--- config.mk ---
export PLATFORM = sky130hd
export DESIGN_NAME = i2c_start_gen
export DESIGN_NICKNAME = d
export VERILOG_FILES = /design/src/rtl/i2c_stgen_pkg.sv /design/src/rtl/i2c_stgen_tick.sv /design/src/rtl/i2c_stgen_stuck.sv /design/src/rtl/i2c_start_gen.sv
export SDC_FILE = /design/constraint.sdc
export NUM_CORES = 1
export LEC_CHECK = 0
export BUFFER_PORTS_ARGS = -buffer_cell sky130_fd_sc_hd__buf_2
export CAP_MARGIN = 5
export CORE_UTILIZATION = 41
export DETAILED_ROUTE_END_ITERATION = 7
export PLACE_DENSITY = 0.56
export SYNTH_ARGS = -nofsm -noshare
export SYNTH_HDL_FRONTEND = slang
export SYNTH_SLANG_ARGS = --single-unit
--- constraint.sdc ---
create_clock -name clk -period 3.55 [get_ports clk]
set_clock_uncertainty 0.05 [all_clocks]
set_input_delay 0 -clock clk [delete_from_list [all_inputs] [get_ports clk]]
set_output_delay 0 -clock clk [all_outputs]
set_load 0.02 [all_outputs]
--- src/rtl/i2c_stgen_pkg.sv ---
package i2c_stgen_pkg;
  typedef enum logic [2:0] {
    ST_IDLE,
    ST_SETUP,
    ST_HOLD,
    ST_DONE,
    ST_PLO,
    ST_PHI
  } stg_state_e;

  localparam logic [4:0] STAT_NONE    = 5'h1F;
  localparam logic [4:0] STAT_STARTED = 5'h08;
endpackage

--- src/rtl/i2c_stgen_tick.sv ---
module i2c_stgen_tick #(
  parameter int W = 8
) (
  input  logic         clk,
  input  logic         rst_n,
  input  logic         clr_i,
  input  logic         en_i,
  input  logic [W-1:0] lim_i,
  output logic         hit_o
);
  logic [W-1:0] cnt_q, cnt_d;

  always_comb begin
    cnt_d = cnt_q;
    if (clr_i)     cnt_d = '0;
    else if (en_i) cnt_d = cnt_q + 1'b1;
  end

  always_ff @(posedge clk or negedge rst_n) begin
    if (!rst_n) cnt_q <= '0;
    else        cnt_q <= cnt_d;
  end

  assign hit_o = (cnt_q == lim_i);

  // the controller never advances the counter past its limit
  p_no_overrun_r3: assert property (@(posedge clk) disable iff (!rst_n)
    (en_i && !clr_i) |-> !hit_o);
endmodule

--- src/rtl/i2c_stgen_stuck.sv ---
module i2c_stgen_stuck #(
  parameter int LIM = 100000
) (
  input  logic clk,
  input  logic rst_n,
  input  logic active_i,
  input  logic scl_oe_i,
  input  logic scl_i,
  input  logic clr_i,
  output logic stuck_o
);
  localparam int W = $clog2(LIM + 1);
  localparam logic [W-1:0] LAST = W'(LIM - 1);

  logic [W-1:0] run_q, run_d;
  logic         flag_q, flag_d;
  logic         watch, set;

  assign watch = active_i && !scl_oe_i && !scl_i;
  assign set   = watch && (run_q == LAST);

  always_comb begin
    if (!watch)       run_d = '0;
    else if (set)     run_d = run_q;
    else              run_d = run_q + 1'b1;
    flag_d = (flag_q && !clr_i) || set;
  end

  always_ff @(posedge clk or negedge rst_n) begin
    if (!rst_n) begin
      run_q  <= '0;
      flag_q <= 1'b0;
    end else begin
      run_q  <= run_d;
      flag_q <= flag_d;
    end
  end

  assign stuck_o = flag_q;

  // the flag is sticky until cleared
  p_stuck_sticky_r9: assert property (@(posedge clk) disable iff (!rst_n)
    (stuck_o && !clr_i) |=> stuck_o);
endmodule

--- src/rtl/i2c_start_gen.sv ---
module i2c_start_gen
  import i2c_stgen_pkg::*;
#(
  parameter int HALF_CNT  = 1000,
  parameter int HOLD_CNT  = 800,
  parameter int STUCK_LIM = 100000
) (
  input  logic       clk,
  input  logic       rst_n,
  input  logic       sta_set_i,
  input  logic       bus_free_i,
  input  logic       int_clr_i,
  input  logic       sda_i,
  input  logic       scl_i,
  output logic       sda_oe_o,
  output logic       scl_oe_o,
  output logic [4:0] status_o,
  output logic       sta_pending_o,
  output logic       int_o,
  output logic       scl_stuck_o
);
  localparam int MAXC = (HALF_CNT > HOLD_CNT) ? HALF_CNT : HOLD_CNT;
  localparam int CW   = $clog2(MAXC + 1);
  localparam logic [CW-1:0] HALF_LAST = CW'(HALF_CNT - 1);
  localparam logic [CW-1:0] HOLD_LAST = CW'(HOLD_CNT - 1);

  // reset: asserted asynchronously, released on the clock
  logic [1:0] rs_q;
  logic       rst_sync_n;
  always_ff @(posedge clk or negedge rst_n) begin
    if (!rst_n) rs_q <= 2'b00;
    else        rs_q <= {rs_q[0], 1'b1};
  end
  assign rst_sync_n = rs_q[1];

  stg_state_e state_q, state_d;
  logic       pair_q, pair_d;
  logic       req_q, req_d;
  logic       int_q, int_d;
  logic [4:0] stat_q, stat_d;
  logic       cnt_clr, cnt_en, cnt_hit, start_done;
  logic [CW-1:0] cnt_lim;

  assign cnt_lim = (state_q == ST_HOLD) ? HOLD_LAST : HALF_LAST;

  i2c_stgen_tick #(.W(CW)) u_tick (
    .clk   (clk),
    .rst_n (rst_sync_n),
    .clr_i (cnt_clr),
    .en_i  (cnt_en),
    .lim_i (cnt_lim),
    .hit_o (cnt_hit)
  );

  always_comb begin
    state_d    = state_q;
    pair_d     = pair_q;
    cnt_clr    = 1'b0;
    cnt_en     = 1'b0;
    start_done = 1'b0;
    unique case (state_q)
      ST_IDLE: begin
        cnt_clr = 1'b1;
        if (req_q && bus_free_i) state_d = ST_SETUP;
      end
      ST_SETUP: begin
        if (scl_i) begin
          if (cnt_hit) begin
            cnt_clr = 1'b1;
            pair_d  = 1'b0;
            state_d = sda_i ? ST_HOLD : ST_PLO;
          end else begin
            cnt_en = 1'b1;
          end
        end
      end
      ST_HOLD: begin
        if (cnt_hit) begin
          cnt_clr    = 1'b1;
          start_done = 1'b1;
          state_d    = ST_DONE;
        end else begin
          cnt_en = 1'b1;
        end
      end
      ST_DONE: begin
        cnt_clr = 1'b1;
        if (int_clr_i) state_d = ST_IDLE;
      end
      ST_PLO: begin
        if (cnt_hit) begin
          cnt_clr = 1'b1;
          state_d = ST_PHI;
        end else begin
          cnt_en = 1'b1;
        end
      end
      ST_PHI: begin
        if (scl_i) begin
          if (cnt_hit) begin
            cnt_clr = 1'b1;
            if (!pair_q) begin
              pair_d  = 1'b1;
              state_d = ST_PLO;
            end else begin
              pair_d  = 1'b0;
              state_d = sda_i ? ST_HOLD : ST_PLO;
            end
          end else begin
            cnt_en = 1'b1;
          end
        end
      end
      default: state_d = ST_IDLE;
    endcase

    req_d  = sta_set_i || (req_q && !start_done);
    int_d  = start_done || (int_q && !int_clr_i);
    stat_d = stat_q;
    if (start_done)                            stat_d = STAT_STARTED;
    else if (state_q == ST_DONE && int_clr_i)  stat_d = STAT_NONE;
  end

  always_ff @(posedge clk or negedge rst_sync_n) begin
    if (!rst_sync_n) begin
      state_q <= ST_IDLE;
      pair_q  <= 1'b0;
      req_q   <= 1'b0;
      int_q   <= 1'b0;
      stat_q  <= STAT_NONE;
    end else begin
      state_q <= state_d;
      pair_q  <= pair_d;
      req_q   <= req_d;
      int_q   <= int_d;
      stat_q  <= stat_d;
    end
  end

  i2c_stgen_stuck #(.LIM(STUCK_LIM)) u_stuck (
    .clk      (clk),
    .rst_n    (rst_sync_n),
    .active_i (state_q != ST_IDLE),
    .scl_oe_i (scl_oe_o),
    .scl_i    (scl_i),
    .clr_i    (int_clr_i),
    .stuck_o  (scl_stuck_o)
  );

  assign sda_oe_o      = (state_q == ST_HOLD) || (state_q == ST_DONE);
  assign scl_oe_o      = (state_q == ST_PLO)  || (state_q == ST_DONE);
  assign status_o      = stat_q;
  assign sta_pending_o = req_q;
  assign int_o         = int_q;

  // SDA falls only after SCL was released in the previous cycle
  p_start_edge_r4: assert property (@(posedge clk) disable iff (!rst_sync_n)
    $rose(sda_oe_o) |-> (!scl_oe_o && $past(scl_i)));
  // interrupt implies the started status
  p_int_status_r4: assert property (@(posedge clk) disable iff (!rst_sync_n)
    int_o |-> (status_o == STAT_STARTED));
  // request retired together with the interrupt
  p_req_retire_r4: assert property (@(posedge clk) disable iff (!rst_sync_n)
    ($rose(int_o) && !$past(sta_set_i)) |-> !sta_pending_o);
  // SDA released while an extra pulse pulls SCL
  p_pulse_sda_free_r5: assert property (@(posedge clk) disable iff (!rst_sync_n)
    (scl_oe_o && !int_o) |-> !sda_oe_o);
  // no drive while SCL is held low during setup
  p_scl_wait_r8: assert property (@(posedge clk) disable iff (!rst_sync_n)
    (state_q == ST_SETUP && !scl_i) |=> (!scl_oe_o && !sda_oe_o));
  // clear releases the bus after a START
  p_clear_release_r10: assert property (@(posedge clk) disable iff (!rst_sync_n)
    (int_clr_i && int_o) |=> (!int_o && !sda_oe_o && !scl_oe_o));
endmodule

* Word-level counts from Yosys, hierarchy flattened
Index checks and enable logic that the tools add are counted.
Operators by class: add/sub/neg operators 2, eq/ne operators 16, muxes and demuxes 31, reduce and logical (&&, ||, !) cells 27
Operators with widths (number):
- 17-bit 2-to-1 mux | 2
- 3-bit 2-to-1 mux | 10
- 10-bit 2-to-1 mux | 2
- 2-bit inequality test, second input constant | 9
- 3-bit one-hot mux with 6 select lines | 1
- 17-bit by 1-bit adder with 17-bit output, second input constant | 1
- 17-bit == test, second input constant | 1
- 10-bit by 1-bit adder with 10-bit output, second input constant | 1
- 10-bit == test | 1
- 1-bit 2-to-1 mux | 10
- 5-bit 2-to-1 mux | 2
- 1-bit logical AND | 8
- 8-bit 2-to-1 mux | 1
- 8-bit AND reduction | 1
- 3-bit by 2-bit == test with 1-bit output, second input constant | 2
- 3-bit == test, second input constant | 2
- 2-bit nonzero test | 3
- 2-bit OR reduction | 3
- 1-bit logical OR | 5
- 5-bit AND reduction | 1
- 1-bit zero test | 4
- 1-bit one-hot mux with 2 select lines | 2
- 3-bit by 1-bit == test with 1-bit output, second input constant | 1
- 3-bit zero test | 1
- 2 further kinds | 2
Storage, ports and cells: flip-flop bits (word level) 41, input bits 7

* Longest topological paths before layout
Gate-level depths: netlist of run 1.
depth in word-level cells 8, mapped depth 7, gate-level depth less buffers 6

* Hierarchy
Synthesis of run 1 repeated with hierarchy kept, for this count alone.
Second synthesis, totals: cell total of the unflattened synthesis 225, area, all modules 2113.3 um^2
Modules (own cells, without submodules):
- i2c_stgen_stuck | instances 1, cells an instance 97, area an instance 937.1 um^2, sequential area each 450.4 um^2
- i2c_stgen_tick | instances 1, cells an instance 61, area an instance 594.3 um^2, sequential area each 250.2 um^2
- i2c_start_gen | instances 1, cells an instance 67, area an instance 581.8 um^2, sequential area each 226.5 um^2

* Worst setup path before layout of run 1
Ideal clock, no wire load.
kind reg2reg, start point register u_stuck.run_q[0], end point register u_stuck.run_q[4], library setup time 0.087 ns, arrival time 1.828 ns, path slack 1.586 ns, cell stages (with the launch flop) 7, path through dfrtp_1 -> ha_1 -> and4_1 -> clkbuf_1 -> nand2_1 -> or4_4 -> a211oi_2
On the way: word-level cells in the longest chain between the ends 3, elaborated cells on any way between the ends 6
RTL lines:
- from (decl) | line i2c_stgen_stuck.sv:15 | logic [W-1:0] run_q, run_d;
- from (signal assigned) | line i2c_stgen_stuck.sv:34 | run_q <= run_d;
- 17-bit by 1-bit adder with 17-bit output or 17-bit == test (tied branches) | line i2c_stgen_stuck.sv:25, i2c_stgen_stuck.sv:20
- 17-bit 2-to-1 mux or 1-bit logical AND (tied branches) | line i2c_stgen_stuck.sv:24, i2c_stgen_stuck.sv:20
- 17-bit 2-to-1 mux or 2-bit inequality test (tied branches)
Several ways; a longest one is shown, not always the timed one. The select of a mux whose other input is x is not followed. A chain may end at the register's enable or synchronous reset.

* Worst setup path after layout of run 1
start point register state_q[0], end point register u_tick.cnt_q[8]
On the way: word-level cells in the longest chain between the ends 7, elaborated cells on any way between the ends 19
RTL lines:
- from (decl) | line i2c_start_gen.sv:36 | stg_state_e state_q, state_d;
- from (signal assigned) | line i2c_start_gen.sv:132 | state_q <= state_d;
- 3-bit by 2-bit == test with 1-bit output | line i2c_start_gen.sv:44, i2c_start_gen.sv:61
- 8-bit 2-to-1 mux | line i2c_start_gen.sv:44 | assign cnt_lim = (state_q == ST_HOLD) ? HOLD_LAST : HALF_LAST;
- 10-bit == test | line i2c_stgen_tick.sv:24 | assign hit_o = (cnt_q == lim_i);
- 1-bit 2-to-1 mux
- 1-bit 2-to-1 mux, on equally long branches | line i2c_start_gen.sv:99, i2c_start_gen.sv:67
- 1-bit one-hot mux with 3 select lines or 1-bit one-hot mux with 2 select lines (tied branches) | line i2c_start_gen.sv:61 | unique case (state_q)
- 10-bit 2-to-1 mux or 2-bit nonzero test (tied branches)
- to (signal assigned) | line i2c_stgen_tick.sv:21 | else cnt_q <= cnt_d;
- to (decl) | line i2c_stgen_tick.sv:11 | logic [W-1:0] cnt_q, cnt_d;
Several ways; a longest one is shown, not always the timed one.

==> results.cfg, run 1 <==
[run_status]
status = finished with violations
violations = design-rule violations

[timing]
relSlewSlack = 0.6023
worst_pin_slew_ns = 0.5965
maxSlewViolCount = 0
tns_ns = 0
setup_viol = 0
hold_viol_final = 0
fmax_mhz = 453.7
final.min_clock_period_ns = 2.204
rsz0062_at_grt = false
min_period_over_period = 0.6209

[clock_network]
clock-sinks = 37
cts_tree = yes
ctsResizeCount = 0
cts-root-buf = clkbuf_8
cts_buffer_depth = 2
htree_levels = 2
clkTransAtPathRegs_ns = 0.08
numCtsBuffers = 5
clock_latency_ns = 0.29

[place]
gp_congestion = 0.8652
hpwl_um = 2560
port_buffers = 15

[power_and_ir_drop]
netSwitchingFraction = 0.2548
p_int_uw = 711.6
p_leak_uw = 0.0009345
p_switching_uw = 243.3
clkPwrFrac = 0.374
vdd_drop_max_mv = 0.2474
pwr-share-seq = 0.522
power-per-cell-area_nw_per_um2 = 423.0
comb_power_share = 0.104

[floorplanning]
die-area_um2 = 5172
pin_count = 17
core_area_um2 = 4723
die_x_um = 71.92
initial_core_util = 0.4244
die_h_um = 71.92
rows = 25

[logic_synthesis]
yosysSeqAreaShare = 0.4625
yosys_register_bits = 37
yosysMostFrequentCell = dfrtp_1
synth_cells = 207
yosysUniqueCellTypes = 51
syn_area_um2 = 2004
synth_top_area_cell = dfrtp_1
yosys_warnings = 0
synth_area_leaders = dfrtp_1 (45%), nor2_1 (5.4%), xnor2_1 (4.4%)
syn_avg_cell_area_um2 = 9.683
ys.flop_type = dfrtp_1
yosys-top-cells-count = dfrtp_1 (36), nor2_1 (29), nand2_1 (18)
synth_edf_count = 0
netlist.area_leader.share = 0.4494
async_flop_share = 1.000

[grt]
grt_pass1_vias = 1488
use_met1 = 0.2320
met2_usage = 0.2505
grt_busiest_layer = met2
track_usage = 0.1645
grt_pass1_wl_um = 6679
antenna_found_initial = 0
grtUsageMet3 = 0.03472
grt_max_degree = 36
gr-total-overflow = 0

[finish]
nNetsFinal = 235
final_layout_size_suffix_gt1_frac = 0.1410
area_growth_pct = 12.61
fillers = 429
antennaDiodeCount = 0
final_util = 0.4779

[critical_path]
worstSetupPathType = reg -> reg
crit_arrival_ns = 2.31
rr_worst_depth = 5
r2r_setup_slack_ns = 1.35
r2r-start = state_q[0]
cp.required_ns = 3.66
worstSetupEndpointType = register
r2r-end = u_tick.cnt_q[8]
crit_path_max_fanout = 16
worstSetupStartpointType = register

[detailed_routing]
routed_wl_um = 3713
via_per_inst = 5.133
drc = 2
avgRoutedWirePerCell_um = 12.63
first_pass_iters = 6
ant_nets = 0
drt_iter0_drc = 60
via_count = 1509

[run]
max_cap_viol_count = 0

[worst_hold_path]
holdPathStages = 2
hold_path.startpoint = scl_i
min_to = state_q[1]
hold_class = in -> reg
-- area by class of cell --
| type | count | area, um2 | share of cell area |
|---|---|---|---|
| inverter | 9 | 33.78 | 0.01497 |
| sequential | 37 | 927.1 | 0.4108 |
| tap | 67 | 83.83 | 0.03714 |
| clock buffer | 6 | 72.57 | 0.03215 |
| multi-input combinational | 152 | 972.2 | 0.4307 |
| clock inverter | 2 | 35.03 | 0.01552 |
| timing repair buffer | 21 | 132.6 | 0.05876 |
-- critical path, cell delays in order (launching register included) --
cell	delay, ns
dfrtp_1	0.57
nor3b_2	0.31
mux2i_2	0.38
nand2_1	0.15
a21oi_1	0.51
nor2_1	0.11
-- worst max-delay path by stage --
stage / slack, ns / cells after the start / end / startpoint
after floorplan: 1.59 / 6 / u_stuck.run_q[4] / u_stuck.run_q[0]
after global placement: 1.36 / 5 / u_tick.cnt_q[7] / state_q[0]
after detailed placement: 1.35 / 5 / u_tick.cnt_q[9] / state_q[0]
after CTS: 1.35 / 5 / u_tick.cnt_q[9] / state_q[0]
after global routing: 1.06 / 5 / u_tick.cnt_q[2] / state_q[0]
final: 1.35 / 5 / u_tick.cnt_q[8] / state_q[0]
-- state kept, by name, summed over array words and instances, names as in the netlist --
name             flops
int_o                1
pair_q               1
rs_q                 2
sta_pending_o        1
state_q              3
status_o             1
u_stuck.run_q       17
u_stuck.stuck_o      1
u_tick.cnt_q        10
-- through the flow --
| step | instance area (um2) | cells | total power, uW | hold slack, ns | setup WS (ns) |
|---|---|---|---|---|---|
| after floorplan | 2008 | 208 | 573.3 | -0.3456 | 1.586 |
| final | 2257 | 294 | 954.8 | 0.04993 | 1.346 |
| after CTS | 2257 | 294 | 967.7 | 0.04207 | 1.348 |
| after global placement | 2100 | 281 | 601.6 | -0.2631 | 1.364 |
| after detailed placement | 2100 | 281 | 602.1 | -0.2610 | 1.352 |
| after global routing | 2257 | 294 | 1009 | 0.07455 | 1.058 |
-- per-layer routing --
layer  routed length [um]  vias up
met4                   68        0
met5                    0        -
li1                     -      771
met1                 1862      712
met3                   92        8
met2                 1689       18
-- cell usage in the layout, fill, tap and decap left out, types with 2 or more instances in the layout --
master / n
a22o_1: 3
and4_1: 2
ha_1: 2
or3_1: 3
buf_2: 15
dlygate4sd3_1: 5
nand2_1: 18
nand3_1: 16
inv_1: 9
clkbuf_8: 5
nor2_1: 29
xnor2_1: 10
nor3_1: 3
o211ai_1: 2
xor2_1: 9
nand4_1: 6
conb_1: 2
nor4_1: 2
o21ai_0: 5
a211oi_1: 4
a21oi_1: 7
dfrtp_1: 36
and2_1: 2
-- kinds of logic after synthesis --
family,after synthesis,share of synthesized area
buffers and inverters,19,0.05430
AO/OA/AOI/OAI,35,0.1311
AND/OR/NAND/NOR,92,0.2422
multiplexers,2,0.01248
adder cells (fa/ha/maj),2,0.01248
other,1,0.001871
flip-flops,37,0.4625
XOR/XNOR,19,0.08302
-- timing repair --
item | CTS | global route
endpoints found under the hold margin | 7 | 0
hold buffers | 5 | 0
endpoints found under the setup margin | 0 | 0
setup buffers | 0 | 0
-- power by group through the flow --
stage	Sequential, uW	Combinational [uW]	Clock [uW]
floorplan	501	72.1	0
CTS	497	101	369
detailed placement	506	96.6	0
global route	505	117	386
global placement	506	95.3	0
finish	499	99.1	357
No activity file was read; power rests on OpenSTA's default activity.
==> run 2, diff against run 1 <==
--- a/config.mk
+++ b/config.mk
@@ -9,7 +9,7 @@
 export CAP_MARGIN = 5
 export CORE_UTILIZATION = 41
 export DETAILED_ROUTE_END_ITERATION = 7
-export PLACE_DENSITY = 0.56
+export PLACE_DENSITY = 0.59
 export SYNTH_ARGS = -nofsm -noshare
 export SYNTH_HDL_FRONTEND = slang
 export SYNTH_SLANG_ARGS = --single-unit
==> constraint.sdc (replaced) <==
create_clock -name clk -period 1.9 [get_ports clk]
set_clock_uncertainty 0.05 [all_clocks]
set_input_delay 0 -clock clk [delete_from_list [all_inputs] [get_ports clk]]
set_output_delay 0 -clock clk [all_outputs]
set_load 0.02 [all_outputs]
==> results.cfg, run 2 (synthesis gave the netlist of run 1 again) <==
[floorplanning]
initial_core_util = 0.4244
rows = 25
core_area_um2 = 4723
die_x_um = 71.92
die-area_um2 = 5172
pin_count = 17
die_h_um = 71.92

[worst_hold_path]
min_to = state_q[2]
hold_class = in -> reg
hold_path.startpoint = scl_i
holdPathStages = 3

[power_and_ir_drop]
power-per-cell-area_nw_per_um2 = 754.0
vdd_drop_max_mv = 0.3687
p_leak_uw = 0.001078

[critical_path]
worstSetupEndpointType = register
worstSetupPathType = reg -> reg
r2r_setup_slack_ns = 0.05
path_cells = buf_4, a211o_4, or4_4, a211oi_2
cp.required_ns = 2.06
crit_arrival_ns = 2.01
worstSetupStartpointType = register
critPathBufInv = 1
rr_worst_depth = 4
crit_slowest_cell = or4_4
slowest_delay_ns = 0.58
r2r-start = state_q[0]
cp_top_family = simple AND/OR/NAND/NOR gates
crit_path_max_fanout = 5
r2r-end = u_stuck.run_q[4]
critPathLaunch = state_q[0]

[place]
place_inst = 306
hpwl_um = 2923
dpl_worst_slack_ns = 0.05601
port_buffers = 15
gp_congestion = 0.7972

[detailed_routing]
wl_met3_um = 120
drc = 0
wl_met1_um = 2183
via_count = 1644
top_layer_used = met4
via_per_inst = 5.106
avgRoutedWirePerCell_um = 12.93
drt_iter0_drc = 97
ant_nets = 0
first_pass_iters = 4
routed_wl_um = 4162
met2_wirelength_um = 1770

[timing]
min_period_over_period = 0.9731
tns_ns = 0
setup_viol = 0
final.min_clock_period_ns = 1.849
hold_viol_final = 0
fmax_mhz = 540.9
maxSlewViolCount = 0
rsz0062_at_grt = true
setup_ws_ns = 0.05112

[finish]
largest_reg_flops = 17
final_cell_mix = dfrtp_1 (34), nor2_1 (29), buf_4 (29)
largest-register = u_stuck.run_q
antennaDiodeCount = 0
fin_cells = 322
layout_commonest_cell = dfrtp_1
area_growth_pct = 24.97
final_layout_size_suffix_gt1_frac = 0.2667
reg_top3 = u_stuck.run_q (17), u_tick.cnt_q (10), state_q (3)
nNetsFinal = 263
final_util = 0.5303
fillers = 420

[grt]
grt_pass1_vias = 1582
antenna_found_initial = 0
track_usage = 0.1799
gr-total-overflow = 0
grt_max_degree = 36
grt_pass1_wl_um = 7176

[clock_network]
clock_latency_ns = 0.29
htree_levels = 2
numCtsBuffers = 5
cts-root-buf = clkbuf_8
clock-sinks = 37
cts_buffer_depth = 2
cts_tree = yes
clkTransAtPathRegs_ns = 0.08

[run]
max_cap_viol_count = 0

[run_status]
status = complete, no violations
## run 2: tightest hold or removal path, cell delays in order
cell     delay, ns
buf_2         0.16
nand3_2       0.10
o21ai_0       0.08
## run 2: report_power, final
group | switching, uW | total, uW | internal, uW
combinational | 110 | 233 | 123
sequential | 82.2 | 931 | 848
clock | 298 | 725 | 427
## run 2: layout make-up
| class | instances | area, um2 | area share |
|---|---|---|---|
| multi-input cells | 152 | 994.7 | 0.3971 |
| well taps | 67 | 83.83 | 0.03347 |
| clock inverters | 2 | 37.54 | 0.01499 |
| flip-flops and latches | 37 | 929.6 | 0.3711 |
| inverters | 9 | 33.78 | 0.01349 |
| clock buffers | 6 | 82.58 | 0.03297 |
| repair buffers | 49 | 342.8 | 0.1369 |
## run 2: layer usage
layer,vias to the layer above,global-route usage
met5,-,0
met4,0,0.08715
met1,776,0.2460
met2,29,0.2694
li1,830,-
met3,9,0.04306
## run 2: worst max path at each step
stage,end,slack (ns),cells past startpoint
floorplan,u_stuck.run_q[4],0.009,6
global placement,pair_q,0.05,5
detailed placement,pair_q,0.06,5
CTS,pair_q,0.04,5
global route,u_stuck.run_q[5],-0.009,5
finish,u_stuck.run_q[4],0.05,4
## run 2: per-stage QoR
stage | hold slack (ns) | area [um2] | power (uW)
2_1_floorplan | -0.3456 | 2012 | 1071
3_3_place_gp | -0.2621 | 2290 | 1154
3_5_place_dp | -0.2623 | 2290 | 1161
4_1_cts | 0.02910 | 2460 | 1898
5_1_grt | 0.05409 | 2505 | 1982
6_report | 0.04275 | 2505 | 1889
## run 2: repair_timing
action / 4_1_cts / 5_1_grt
endpoints found under the hold margin: 7 / 0
hold buffers: 5 / 0
gates resized for setup: 0 / 7
setup endpoints to repair: 0 / 6
buffers inserted: 0 / 3
==> run 3, diff against run 2 <==
--- a/config.mk
+++ b/config.mk
@@ -5,11 +5,12 @@
 export SDC_FILE = /design/constraint.sdc
 export NUM_CORES = 1
 export LEC_CHECK = 0
+export ABC_AREA = 1
 export BUFFER_PORTS_ARGS = -buffer_cell sky130_fd_sc_hd__buf_2
 export CAP_MARGIN = 5
 export CORE_UTILIZATION = 41
 export DETAILED_ROUTE_END_ITERATION = 7
-export PLACE_DENSITY = 0.59
+export PLACE_DENSITY = 0.58
 export SYNTH_ARGS = -nofsm -noshare
 export SYNTH_HDL_FRONTEND = slang
 export SYNTH_SLANG_ARGS = --single-unit
==> results.cfg, run 3 <==
[timing]
fin_hold_ws_ns = 0.01407
maxSlewViolCount = 0
hold_viol_final = 0
setup_ws_ns = 0.1926
final.min_clock_period_ns = 1.707
setup_viol = 0
tns_ns = 0
rsz0062_at_grt = false
min_period_over_period = 0.8986
fmax_mhz = 585.7

[logic_synthesis]
yosysSeqAreaShare = 0.4429
yosysUniqueCellTypes = 32
synth_area_leaders = dfrtp_1 (43%), nand2_1 (11%), inv_1 (7.2%)
synthMuxAreaShare = 0
yosys-top-cells-count = nand2_1 (59), inv_1 (40), dfrtp_1 (36)
synth_compound_area_frac = 0.1016
synth_cells = 271
async_flop_share = 1.000
ys.flop_type = dfrtp_1
synth_top_area_cell = dfrtp_1
syn_area_um2 = 2093
synth_xor_area_frac = 0.04184
syn_avg_cell_area_um2 = 7.724
yosysMostFrequentCell = nand2_1
synth_edf_count = 0
synth-simple-area-share = 0.3048
synth_top_family_by_area = simple AND/OR/NAND/NOR gates
yosys_warnings = 0
synthAdderAreaFrac = 0.01195
netlist.area_leader.share = 0.4304
yosys_register_bits = 37

[critical_path]
crit_top_cell = nand2_1
path_cells = ha_1, nand2_1, nor3_2, nand3_1, a21oi_2, inv_1, nand2_1, nand2_1
worstSetupPathType = reg -> reg
worstSetupEndpointType = register
worstSetupStartpointType = register
crit_path_max_fanout = 5
crit_slowest_cell = dfrtp_1
cp.required_ns = 2.03
crit_arrival_ns = 1.84
slowest_delay_ns = 0.41
critPathBufInv = 1
cp_top_family = simple AND/OR/NAND/NOR gates

[run]
max_cap_viol_count = 0

[floorplanning]
die_x_um = 73.45
pin_count = 17
rows = 25
core_area_um2 = 4817
die-area_um2 = 5395
initial_core_util = 0.4345
die_h_um = 73.45

[power_and_ir_drop]
vdd_drop_max_mv = 0.8274
pwr-share-seq = 0.344
p_int_uw = 1812
power-per-cell-area_nw_per_um2 = 1176
p_total_uw = 2893
p_switching_uw = 1081
clkPwrFrac = 0.282
comb_power_share = 0.373
p_leak_uw = 0.001207
netSwitchingFraction = 0.3738

[finish]
final_cell_mix = nand2_1 (59), inv_1 (40), dfrtp_1 (36)
design_area_um2 = 2461
fillers = 495
layout_commonest_cell = nand2_1
final_layout_size_suffix_gt1_frac = 0.1395
largest-register = u_stuck.run_q
area_growth_pct = 17.57
largest_reg_flops = 17
antennaDiodeCount = 0
reg_top3 = u_stuck.run_q (17), u_tick.cnt_q (10), state_q (3)
nNetsFinal = 309

[detailed_routing]
via_count = 1716
first_pass_iters = 4
routed_wl_um = 4154
ant_nets = 0
drc = 0
drt_iter0_drc = 102
via_per_inst = 4.663
avgRoutedWirePerCell_um = 11.29

[grt]
grt_pass1_vias = 1601
grt_pass1_wl_um = 7251
antenna_found_initial = 0
gr-total-overflow = 0
track_usage = 0.1782
grt_max_degree = 36

[worst_hold_path]
hold_class = in -> reg

[clock_network]
htree_levels = 2
numCtsBuffers = 5
cts_tree = yes
cts_buffer_depth = 2
cts-root-buf = clkbuf_8
clock-sinks = 37
clock_latency_ns = 0.29
clkTransAtPathRegs_ns = 0.08

[run_status]
status = complete, no violations

[place]
hpwl_um = 2958
dpl_cell_area_um2 = 2245
dpl_worst_slack_ns = 0.1060
gp_congestion = 0.8546
port_buffers = 15
run 3: path summary, 6_finish.rpt:
kind                                 start                to  slack (ns)  depth (start not counted)
min reg2reg                        rs_q[1]  u_stuck.run_q[8]        0.22                          1
max reg2reg                u_tick.cnt_q[0]        state_q[1]        0.19                          8
min                                  scl_i   u_tick.cnt_q[1]        0.01                          4
max                        u_tick.cnt_q[0]        state_q[1]        0.19                          8
max in group asynchronous            rst_n           rs_q[1]        1.18                          3
min in group asynchronous          rs_q[1]  u_stuck.run_q[8]        0.22                          1
run 3: power by group through the flow:
stage | Clock [uW] | Sequential (uW) | Combinational [uW]
CTS | 841 | 996 | 985
floorplan | 0 | 1020 | 777
global placement | 0 | 1010 | 973
global route | 869 | 1010 | 1220
finish | 817 | 997 | 1080
detailed placement | 0 | 1010 | 975
run 3: per-stage QoR:
stage                 util  std cells
floorplan                -        272
global placement    0.4660        353
detailed placement  0.4660        353
CTS                 0.5042        366
global route        0.5109        368
finish              0.5109        368
run 3: worst register-to-register path, stage by stage (launching register included):
cell,delay [ns]
dfrtp_1,0.41
ha_1,0.23
nand2_1,0.08
nor3_2,0.24
nand3_1,0.18
a21oi_2,0.21
inv_1,0.06
nand2_1,0.05
nand2_1,0.07
run 3: layout make-up:
class                           count  area (um2)  area share
Clock buffer                        5       68.82     0.02796
Clock inverter                      3       65.06     0.02644
Inverter                           42       157.7     0.06406
Multi-Input combinational cell    188       975.9      0.3965
Sequential cell                    37       927.1      0.3767
Tap cell                           67       83.83     0.03406
Timing Repair Buffer               26       182.7     0.07422
run 3: per-layer routing:
| layer | wire length, um | vias up | part of all wire | global-route usage |
|---|---|---|---|---|
| met1 | 2073 | 764 | 0.50 | 0.2328 |
| met3 | 94 | 6 | 0.023 | 0.04115 |
| li1 | - | 932 | - | - |
| met5 | 0 | - | 0 | 0 |
| met4 | 51 | 0 | 0.012 | 0.06410 |
| met2 | 1934 | 14 | 0.47 | 0.2885 |
run 3: cells by family (layout without fill, tap and decap cells):
| family | after synthesis | after routing |
|---|---|---|
| compound gates | 36 | 36 |
| xor+xnor | 10 | 10 |
| fa+ha+maj | 2 | 2 |
| buf+inv | 47 | 76 |
| flops | 37 | 37 |
| other cells | 1 | 2 |
| simple gates | 138 | 138 |
run 3: repair_timing:
item,CTS,global route
gates resized for setup,0,1
hold endpoints to repair,6,0
buffers inserted,0,2
endpoints found under the setup margin,0,12
hold buffers,5,0
